==> config.mk <==
export PLATFORM = sky130hd
export DESIGN_NAME = gpio_pair_ctrl
export DESIGN_NICKNAME = d
export VERILOG_FILES = /design/src/rtl/gpio_pair_pkg.sv /design/src/rtl/gpio_in_sync.sv /design/src/rtl/gpio_pad_lane.sv /design/src/rtl/gpio_pair_ctrl.sv
export SDC_FILE = /design/constraint.sdc
export NUM_CORES = 1
export LEC_CHECK = 0
export ABC_AREA = 1
export BUFFER_PORTS_ARGS = -buffer_cell sky130_fd_sc_hd__buf_2
export CORE_MARGIN = 4
export CORE_UTILIZATION = 31
export CTS_CLUSTER_DIAMETER = 80
export DETAILED_ROUTE_END_ITERATION = 10
export GPL_TIMING_DRIVEN = 0
export PLACE_DENSITY_LB_ADDON = 0.2
export SETUP_SLACK_MARGIN = 0.2
export SKIP_LAST_GASP = 1
export SLEW_MARGIN = 20
export SYNTH_ARGS = -nofsm -noshare
export SYNTH_HDL_FRONTEND = slang
export SYNTH_SLANG_ARGS = --single-unit
==> constraint.sdc <==
create_clock -name clk -period 0.8 [get_ports clk]
set_input_delay 0.08 -clock clk [delete_from_list [all_inputs] [get_ports clk]]
set_output_delay 0.08 -clock clk [all_outputs]
set_load 0.005 [all_outputs]
==> src/rtl/gpio_pair_pkg.sv <==
package gpio_pair_pkg;

    // Offsets of the fields inside one lane of the control word
    localparam int OFS_DIR      = 0;
    localparam int OFS_DIR_STB  = 1;
    localparam int OFS_VAL      = 2;
    localparam int OFS_VAL_STB  = 3;
    localparam int OFS_IN       = 4;
    localparam int OFS_PU_DIS   = 5;
    localparam int LANE_FIELD_W = 6;

    // Line state encoded as {direction, value}
    typedef enum logic [1:0] {
        PAD_FLOAT_LO = 2'b00,
        PAD_FLOAT_HI = 2'b01,
        PAD_DRIVE_LO = 2'b10,
        PAD_DRIVE_HI = 2'b11
    } pad_state_e;

endpackage

==> src/rtl/gpio_in_sync.sv <==
module gpio_in_sync #(
    parameter int STAGES = 2
) (
    input  logic clk,
    input  logic rst_n,
    input  logic async_in,
    output logic sync_out
);

    logic [STAGES-1:0] chain_q;

    always_ff @(posedge clk or negedge rst_n) begin
        if (!rst_n) begin
            chain_q <= '0;
        end else begin
            chain_q <= {chain_q[STAGES-2:0], async_in};
        end
    end

    assign sync_out = chain_q[STAGES-1];

endmodule

==> src/rtl/gpio_pad_lane.sv <==
module gpio_pad_lane
    import gpio_pair_pkg::*;
#(
    parameter int SYNC_STAGES = 2
) (
    input  logic                    clk,
    input  logic                    rst_n,
    input  logic                    wr_en,
    input  logic [LANE_FIELD_W-1:0] wr_field,
    input  logic                    pad_in,
    output logic                    pad_oe,
    output logic                    pad_out,
    output logic                    pu_dis,
    output logic [LANE_FIELD_W-1:0] rd_field
);

    pad_state_e state_q;
    pad_state_e state_d;
    logic       pu_q;
    logic       in_sync;
    logic       dir_next;
    logic       val_next;

    gpio_in_sync #(.STAGES(SYNC_STAGES)) u_sync (
        .clk      (clk),
        .rst_n    (rst_n),
        .async_in (pad_in),
        .sync_out (in_sync)
    );

    // Next state: each half of the state moves only under its own strobe
    always_comb begin
        dir_next = state_q[1];
        val_next = state_q[0];
        if (wr_en && wr_field[OFS_DIR_STB]) begin
            dir_next = wr_field[OFS_DIR];
        end
        if (wr_en && wr_field[OFS_VAL_STB]) begin
            val_next = wr_field[OFS_VAL];
        end
        state_d = pad_state_e'({dir_next, val_next});
    end

    // State register
    always_ff @(posedge clk or negedge rst_n) begin
        if (!rst_n) begin
            state_q <= PAD_FLOAT_LO;
            pu_q    <= 1'b0;
        end else begin
            state_q <= state_d;
            if (wr_en) begin
                pu_q <= wr_field[OFS_PU_DIS];
            end
        end
    end

    // Outputs decoded from the state
    always_comb begin
        unique case (state_q)
            PAD_FLOAT_LO: begin pad_oe = 1'b0; pad_out = 1'b0; end
            PAD_FLOAT_HI: begin pad_oe = 1'b0; pad_out = 1'b1; end
            PAD_DRIVE_LO: begin pad_oe = 1'b1; pad_out = 1'b0; end
            PAD_DRIVE_HI: begin pad_oe = 1'b1; pad_out = 1'b1; end
            default:      begin pad_oe = 1'b0; pad_out = 1'b0; end
        endcase
    end

    assign pu_dis = pu_q;

    always_comb begin
        rd_field              = '0;
        rd_field[OFS_DIR]     = state_q[1];
        rd_field[OFS_VAL]     = state_q[0];
        rd_field[OFS_IN]      = in_sync;
        rd_field[OFS_PU_DIS]  = pu_q;
    end

endmodule

==> src/rtl/gpio_pair_ctrl.sv <==
module gpio_pair_ctrl
    import gpio_pair_pkg::*;
#(
    parameter int REG_W       = 32,
    parameter int LANE_STRIDE = 8,
    parameter int SYNC_STAGES = 2
) (
    input  logic             clk,
    input  logic             rst_n,
    input  logic             wr_en,
    input  logic [REG_W-1:0] wr_data,
    output logic [REG_W-1:0] rd_data,
    input  logic             ck_pad_in,
    input  logic             dt_pad_in,
    output logic             ck_pad_oe,
    output logic             ck_pad_out,
    output logic             dt_pad_oe,
    output logic             dt_pad_out,
    output logic             ck_pu_dis,
    output logic             dt_pu_dis
);

    localparam int LANES = 2;

    logic [LANES-1:0]        lane_in;
    logic [LANES-1:0]        lane_oe;
    logic [LANES-1:0]        lane_out;
    logic [LANES-1:0]        lane_pu;
    logic [LANE_FIELD_W-1:0] lane_rd [LANES];
    logic                    unused_wr;

    assign lane_in  = {dt_pad_in, ck_pad_in};
    assign unused_wr = ^wr_data;

    for (genvar g = 0; g < LANES; g++) begin : g_lane
        gpio_pad_lane #(.SYNC_STAGES(SYNC_STAGES)) u_lane (
            .clk      (clk),
            .rst_n    (rst_n),
            .wr_en    (wr_en),
            .wr_field (wr_data[g*LANE_STRIDE +: LANE_FIELD_W]),
            .pad_in   (lane_in[g]),
            .pad_oe   (lane_oe[g]),
            .pad_out  (lane_out[g]),
            .pu_dis   (lane_pu[g]),
            .rd_field (lane_rd[g])
        );
    end

    always_comb begin
        rd_data = '0;
        for (int i = 0; i < LANES; i++) begin
            rd_data[i*LANE_STRIDE +: LANE_FIELD_W] = lane_rd[i];
        end
    end

    assign ck_pad_oe  = lane_oe[0];
    assign ck_pad_out = lane_out[0];
    assign ck_pu_dis  = lane_pu[0];
    assign dt_pad_oe  = lane_oe[1];
    assign dt_pad_out = lane_out[1];
    assign dt_pu_dis  = lane_pu[1];

endmodule

; Word level (Yosys, flattened, before mapping)
; Index checks and enable logic that the tools add are counted.
; W data, S select, Z words.
[totals]
regBits = 10
inputBits = 37
out_inout_bits = 38
word_cells = 32
[op_classes]
n_eq_ne = 6
mux = 4
n_reduce_logical = 14
[ops]
columns = operator, n
row1 = $reduce_or A2 Y1, 8
row2 = $eq A2 B2 Y1 const B, 4
row3 = $pmux W1 S2, 4
row4 = $eq A2 B1 Y1 const B, 2
row5 = $logic_and A1 B1 Y1, 4
row6 = $logic_not A2 Y1, 2

; Longest topological paths before layout
; Gate-level depths: netlist of the first run.
[depth]
depth_word = 3
depth_mapped = 4
ltp_nobuf = 3

; Hierarchy
; Synthesis of the first run repeated with hierarchy kept, for this count alone.
[unflattened]
cells_unflattened = 67
hier_area_um2 = 576.8
[modules_own_cells]
columns = mod, instances, cells_per_inst, area_per_inst_um2, seq_area_each_um2
row1 = gpio_pad_lane, 2, 21, 161.4, 75.1
row2 = gpio_pair_ctrl, 1, 21, 153.9, 0.0
row3 = gpio_in_sync, 2, 2, 50.0, 50.0

; Worst setup path after synthesis of the first run
; No wires, ideal clock.
[synth_path]
kind = register -> register
from = reg, netlist name g_lane[0].u_lane.pu_dis
to = reg g_lane[0].u_lane.pu_q
setup_time_ns = 0.126
t_arrival_ns = 0.481
required_time_ns = 0.674
setup_slack_ns = 0.193
stages_incl_launch_ff = 3
path_buffers = 0
synth_period_minus_slack_ns = 0.607
cell_sequence = dfrtp_1 > inv_1 > o21ai_0
[synth_rtl]
columns = element, line_no
row1 = end signal: assignment, gpio_pad_lane.sv:52  ; pu_q <= wr_field[OFS_PU_DIS];
row2 = end: declaration, gpio_pad_lane.sv:19  ; logic pu_q;

; Final worst setup path of the first run
[layout_path]
from = reg g_lane[1].u_lane.pu_q
to = out rd_data[13]
[layout_rtl]
columns = element, line_no
row1 = start: declaration, gpio_pad_lane.sv:19
row2 = start signal: assignment, gpio_pad_lane.sv:52
row3 = end: declaration, gpio_pair_ctrl.sv:12  ; output logic [REG_W-1:0] rd_data,
; No word-level cell between the ends.

==> results.md, run 1 <==
- Most used cell, CP: buf_6
- Static leakage: 0.606 nW
- Syn avg cell area: ~8.8 um2
- Htree depth: 1
- Via Count: around 500
- Final Core Density: 0.563
- ANT cells: 0
- Part of the power in registers: 0.442
- Total CTS buffers: 3
- Buf+Inv Stages, Crit Path: 2
- 1st-iter DRT viols: 0
- Worst VDD drop: 0.820 mV
- Avg WL per Cell: around 7.2 um
- Register bit count reported by yosys: 10
- R2r setup slk: 0 ns
- Synth Instances: 66
- # nets final: 166
- Combinational fraction of design power: 0.322
- CTS clk-pin slew, worst paths: 0.06 ns
- Crit path cell chain: buf_6 > buf_6
- Max incr delay on CP: 0.40 ns
- Die H: 51.3 um
- Largest net degree at the start of global routing: 11
- CP endpoint kind: primary output
- Synth cell types: 9
- Internal power: 0.000995 W
- Clk buf depth: 2
- Placement-stage worst setup slack: 0.112 ns
- Vias per cell: between 3 and 4
- Status: finished with violations
- TritonRoute pass-1 iters: 1
- Hold depth: 3
- Seq/Total Area, Yosys: 0.431
- Worst min path class: in -> reg
- Post-layout min period: 0.950 ns
- CTS tree: yes
- Worst hold start: wr_data[13]
- CP Launch Type: register
- Die W: 51.3 um
- Clock Power Share: 0.237
- Most frequent cells in the layout: buf_4, conb_1, buf_2
- Tot GR Track Use: 0.0875
- Crit Path Class: reg -> out
- PnR worst setup slack: -0.150 ns
- Max Slew Vio Count: 0
- Sw Share: 0.243
- Slowest CP cell: dfrtp_1
- Row Count: 15
- Hold endpoint: g_lane[1].u_lane.pu_dis
- Dpl hpwl: 917 um
- Hold_ws: 0.0410 ns
- Die Footprint: around 2600 um2
- Reg-to-Reg End: g_lane[0].u_lane.state_q[0]
- GP Congestion: 0.583
- Ys Warns: 0
- Unrepaired setup endpoints after global routing: yes
- Kind of cell adding the most delay to the critical path: flip-flops
- Clock skew: 0.000145 ns
- Crit path max fanout: 3
- Most common cell after layout, fill and taps aside: buf_4
- First-pass GRT wire length: 1660 um
- Switching pwr: 0.000320 W
- Fmax: 1.05 GHz
- WP data required: 0.72 ns
- Syn Std Cell Area: 581 um2
- Setup violators final: 15
- Layout area overhead: 69.4%
- Clk sinks: 10
- Final number of hold-violating endpoints: 0
- Detail Route Antenna Nets: 0
- Worst-Skew Late Latency: 0.24 ns
- WL final: between 1000 and 1500 um
- Core area: 1750 um2
- Remaining DRCs: 0
- Layout cell share with drive strength beyond 1: 0.528
- Reg2reg path depth: 4
- Starting Density: 0.333
- PwrDens: 1340 nW/um2
- Root Buffer: clkbuf_4
- Buffers on Ports: 28
- Global route overflow: 0
- Initial antenna violation count: 0
- Tcrit/Tclk final: 1.19
- Worst reg2reg startpoint: g_lane[0].u_lane.state_q[0]
- Io pins: 75
- Failing checks: negative setup slack
- Vias in the first global route: 406
- CP arrival: around 0.87 ns
- Max_cap viols: 0
-- final cells by class --
class	instances	area (um2)
Clock buffer	3	22.5
Fill cell	172	762
Multi-Input combinational cell	44	181
Sequential cell	10	250
Tap cell	25	31.3
Timing Repair Buffer	35	239
Buffer	33	251
Inverter	2	7.51
-- Yosys cell counts (all sizes together) --
| cell type | number | area [um2] |
|---|---|---|
| nand3 | 4 | 20.0 |
| clkbuf | 4 | 15.0 |
| buf | 29 | 221 |
| inv | 2 | 7.51 |
| o21ai | 2 | 10.0 |
| nand2 | 14 | 52.6 |
| dfrtp | 10 | 250 |
| conb | 1 | 3.75 |
-- worst max-delay path by stage --
stage | end | start | depth (start not counted)
3_3_place_gp | rd_data[13] | g_lane[1].u_lane.pu_dis | 2
2_1_floorplan | g_lane[0].u_lane.pu_dis | g_lane[0].u_lane.pu_dis | 2
3_5_place_dp | rd_data[13] | g_lane[1].u_lane.pu_dis | 2
5_1_grt | rd_data[13] | g_lane[1].u_lane.pu_dis | 2
6_report | rd_data[13] | g_lane[1].u_lane.pu_dis | 2
4_1_cts | rd_data[13] | g_lane[1].u_lane.pu_dis | 2
-- flip-flops by register name, indices dropped and copies added (netlist names) --
register,flops
g_lane.u_lane.state_q,4
g_lane.u_lane.u_sync.chain_q,4
g_lane.u_lane.pu_dis,2
-- logic make-up (layout without fill, tap and decap cells) --
logic type	count (synthesis)	count (layout)	share of synthesized area
buffers and inverters	35	73	0.420
AOI/OAI and AO/OA	2	2	0.0172
DFF	10	10	0.431
and+or+nand+nor	18	18	0.125
other	1	24	0.00646
-- power by group through the flow --
stage          Sequential [W]  Combinational, W  Clock, W
6_report             0.000581          0.000423  0.000311
3_5_place_dp         0.000587          0.000325         0
3_3_place_gp         0.000586          0.000320         0
4_1_cts              0.000579          0.000393  0.000340
2_1_floorplan        0.000588          0.000194         0
5_1_grt              0.000588          0.000472  0.000351
-- tightest hold or removal path, delay by kind of cell --
kind | cells | cell delay [ns]
buf+inv | 1 | 0.08
compound gates | 1 | 0.05
simple gates | 1 | 0.05
-- layer usage --
layer  routed length (um)  global-route usage  up-vias
li1                     -                   -      267
met1                  359              0.0865      201
met2                  553               0.155       31
met3                  155              0.0146        2
met4                   27              0.0786        0
met5                    0                   0        -
-- repair_timing --
item	4_1_cts	5_1_grt
hold endpoints to repair	12	0
hold buffers	3	0
buffers inserted	3	1
pin swaps	4	0
gates resized for setup	10	7
endpoints found under the setup margin	20	21
-- stage by stage --
stage	area (um2)	cells	TNS (ns)	total power [W]
2_1_floorplan	667	89	0	0.000782
3_3_place_gp	838	142	0	0.000906
3_5_place_dp	838	142	0	0.000913
4_1_cts	953	151	-1.55	0.00131
5_1_grt	983	152	-1.94	0.00141
6_report	983	152	-1.32	0.00131
No activity file was read; power rests on OpenSTA's default activity.
==> run 2: changes to the inputs <==
Settings changed: CELL_PAD_IN_SITES_DETAIL_PLACEMENT set to 1, CELL_PAD_IN_SITES_GLOBAL_PLACEMENT set to 1, CORE_UTILIZATION 31 to 19, CTS_BUF_LIST set to sky130_fd_sc_hd__clkbuf_8 sky130_fd_sc_hd__clkbuf_16.
==> run 2 against run 1 <==
- cell area rose by 5.2%
- cell count rose by 5.3%
- combinational power rose by 7.1%
- routed wire length rose by 32%
- clock-buffer cell count rose by 1
- highest routed layer is now met3
- sequential share of layout area fell by 1.3 points
- first-iteration DRC count rose by 6
- sequential cell count did not move
- fmax rose by 3.0%
- clock skew barely moved
- total power rose by 26%
- the flow finishes with violations (negative hold slack, negative setup slack)
==> results.md, run 2 (synthesis gave the netlist of run 1 again) <==
- Status: finished with violations
- Failing checks: negative hold slack, negative setup slack
- WP data required: 0.72 ns (about the same)
- Die W: 63.3 um (+23%)
- Power Total: 0.00166 W (+26%)
- Unrepaired setup endpoints after global routing: yes
- Max_cap viols: 0 (unchanged)
- # nets final: 167 (+0.60%)
- WL final: 1450 um (+32%)
- Crit path cell chain: buf_6 > buf_6
- Die Footprint: 4000 um2 (+52%)
- Core area: 2830 um2 (+62%)
- Final number of hold-violating endpoints: 1 (+1)
- Crit Path Class: reg -> out
- Clk sinks: 10 (unchanged)
- Max incr delay on CP: 0.39 ns (about the same)
- Crit path max fanout: 3 (unchanged)
- Vias per cell: 3.29 (about the same)
- CP endpoint kind: primary output
- CP arrival: 0.84 ns (-0.03 ns)
- Dpl hpwl: 1210 um (+32%)
- Detail Route Antenna Nets: 0 (unchanged)
- Tcrit/Tclk final: 1.15 (-0.0345)
- 1st-iter DRT viols: 6 (+6)
- PwrDens: 1600 nW/um2 (+20%)
- Starting Density: 0.205 (-0.127)
- Row Count: 19 (+4)
- Tot GR Track Use: 0.0696 (-0.0178)
- Static leakage: 0.618 nW (+2.0%)
- Global route overflow: 0 (unchanged)
- ANT cells: 0 (unchanged)
- Worst-Skew Late Latency: 0.23 ns (about the same)
- CTS clk-pin slew, worst paths: 0.05 ns (about the same)
- Most common cell after layout, fill and taps aside: buf_4
- Buffers on Ports: 28 (unchanged)
- Fin area: 1030 um2 (+5.2%)
- Worst VDD drop: 0.466 mV (-43%)
- Io pins: 75 (unchanged)
- Root Buffer: clkbuf_8
- Initial antenna violation count: 0 (unchanged)
- Most used cell, CP: buf_6
- Layout cell share with drive strength beyond 1: 0.558 (+0.0306)
- CP Launch Type: register
- Kind of cell adding the most delay to the critical path: flip-flops
- Fmax: 1.08 GHz (+3.0%)
- Max Slew Vio Count: 0 (unchanged)
- GP Congestion: 0.606 (+3.8%)
- Non-filler cells in the finished layout: 160 (+5.3%)
- Placement-stage worst setup slack: 0.101 ns (-0.0115 ns)
- Die H: 63.3 um (+23%)
- Placed cell count: 148 (+4.2%)
- Remaining DRCs: 0 (unchanged)
- Buf+Inv Stages, Crit Path: 2 (unchanged)
- Avg WL per Cell: 9.05 um (+26%)
- Setup violators final: 15 (unchanged)
- Layout area overhead: 78.2%
- Worst min path class: in -> reg
- Vias in the first global route: 527 (+30%)
- Via Count: 527 (+5.2%)
- Post-layout min period: 0.922 ns (-0.0276 ns)
- TritonRoute pass-1 iters: 4 (+3)
- Slowest CP cell: dfrtp_1
- Largest net degree at the start of global routing: 11 (unchanged)
- CTS tree: yes
- Hold_ws: -0.0398 ns (-0.0808 ns)
- Htree depth: 1 (unchanged)
- First-pass GRT wire length: 2230 um (+35%)
- Final setup TNS: -1.09 ns (+0.230 ns)
- PnR worst setup slack: -0.122 ns (+0.0276 ns)
- Most frequent cells in the layout: buf_4, conb_1, buf_2
- Placed Area: 846 um2 (+0.90%)
- Total CTS buffers: 3 (unchanged)
- Clk buf depth: 2 (unchanged)
- Clock skew: 0.0000777 ns (-0.0000674 ns)
-- run 2: timing repair --
item | in CTS | in global routing
hold buffers | 1 | 1
endpoints found under the setup margin | 20 | 20
pin swaps | 3 | 1
gates resized for setup | 13 | 7
setup buffers | 3 | 3
hold endpoints to repair | 12 | 2
-- run 2: worst paths after layout --
path                                                    start                            endpoint  slack [ns]  cells past startpoint
setup / recovery                      g_lane[0].u_lane.pu_dis                          rd_data[5]       -0.12                      2
hold / removal                                      dt_pad_in  g_lane[1].u_lane.u_sync.chain_q[0]       -0.04                      1
setup reg to reg                  g_lane[1].u_lane.state_q[0]         g_lane[1].u_lane.state_q[0]       -0.01                      4
hold reg to reg            g_lane[1].u_lane.u_sync.chain_q[0]  g_lane[1].u_lane.u_sync.chain_q[1]        0.35                      0
max in group asynchronous                               rst_n         g_lane[1].u_lane.state_q[1]        0.36                      2
min in group asynchronous                               rst_n  g_lane[1].u_lane.u_sync.chain_q[1]        0.25                      2
-- run 2: report_power, final --
group          switching [W]  leakage (nW)  internal, W
Clock               0.000187        0.0288     0.000432
Combinational       0.000164         0.469     0.000289
Sequential         0.0000334         0.120     0.000552
-- run 2: layout make-up --
type / count / area [um2]
Buffer: 33 / 251
Clock buffer: 4 / 55.1
Timing Repair Buffer: 36 / 249
Tap cell: 31 / 38.8
Sequential cell: 10 / 250
Inverter: 2 / 7.51
Multi-Input combinational cell: 44 / 183
Fill cell: 358 / 1790
-- run 2: metal layers --
layer | track usage | share of wire | vias to the layer above
li1 | - | - | 269
met1 | 0.0749 | 0.40 | 228
met2 | 0.123 | 0.50 | 30
met3 | 0.0337 | 0.10 | 0
met4 | 0.0162 | 0 | 0
met5 | 0 | 0 | -
-- run 2: metrics by stage --
stage          hold slack (ns)   util
2_1_floorplan           -0.216      -
3_3_place_gp           -0.0465  0.299
3_5_place_dp           -0.0443  0.299
4_1_cts                -0.0482  0.346
5_1_grt                -0.0483  0.366
6_report               -0.0398  0.366
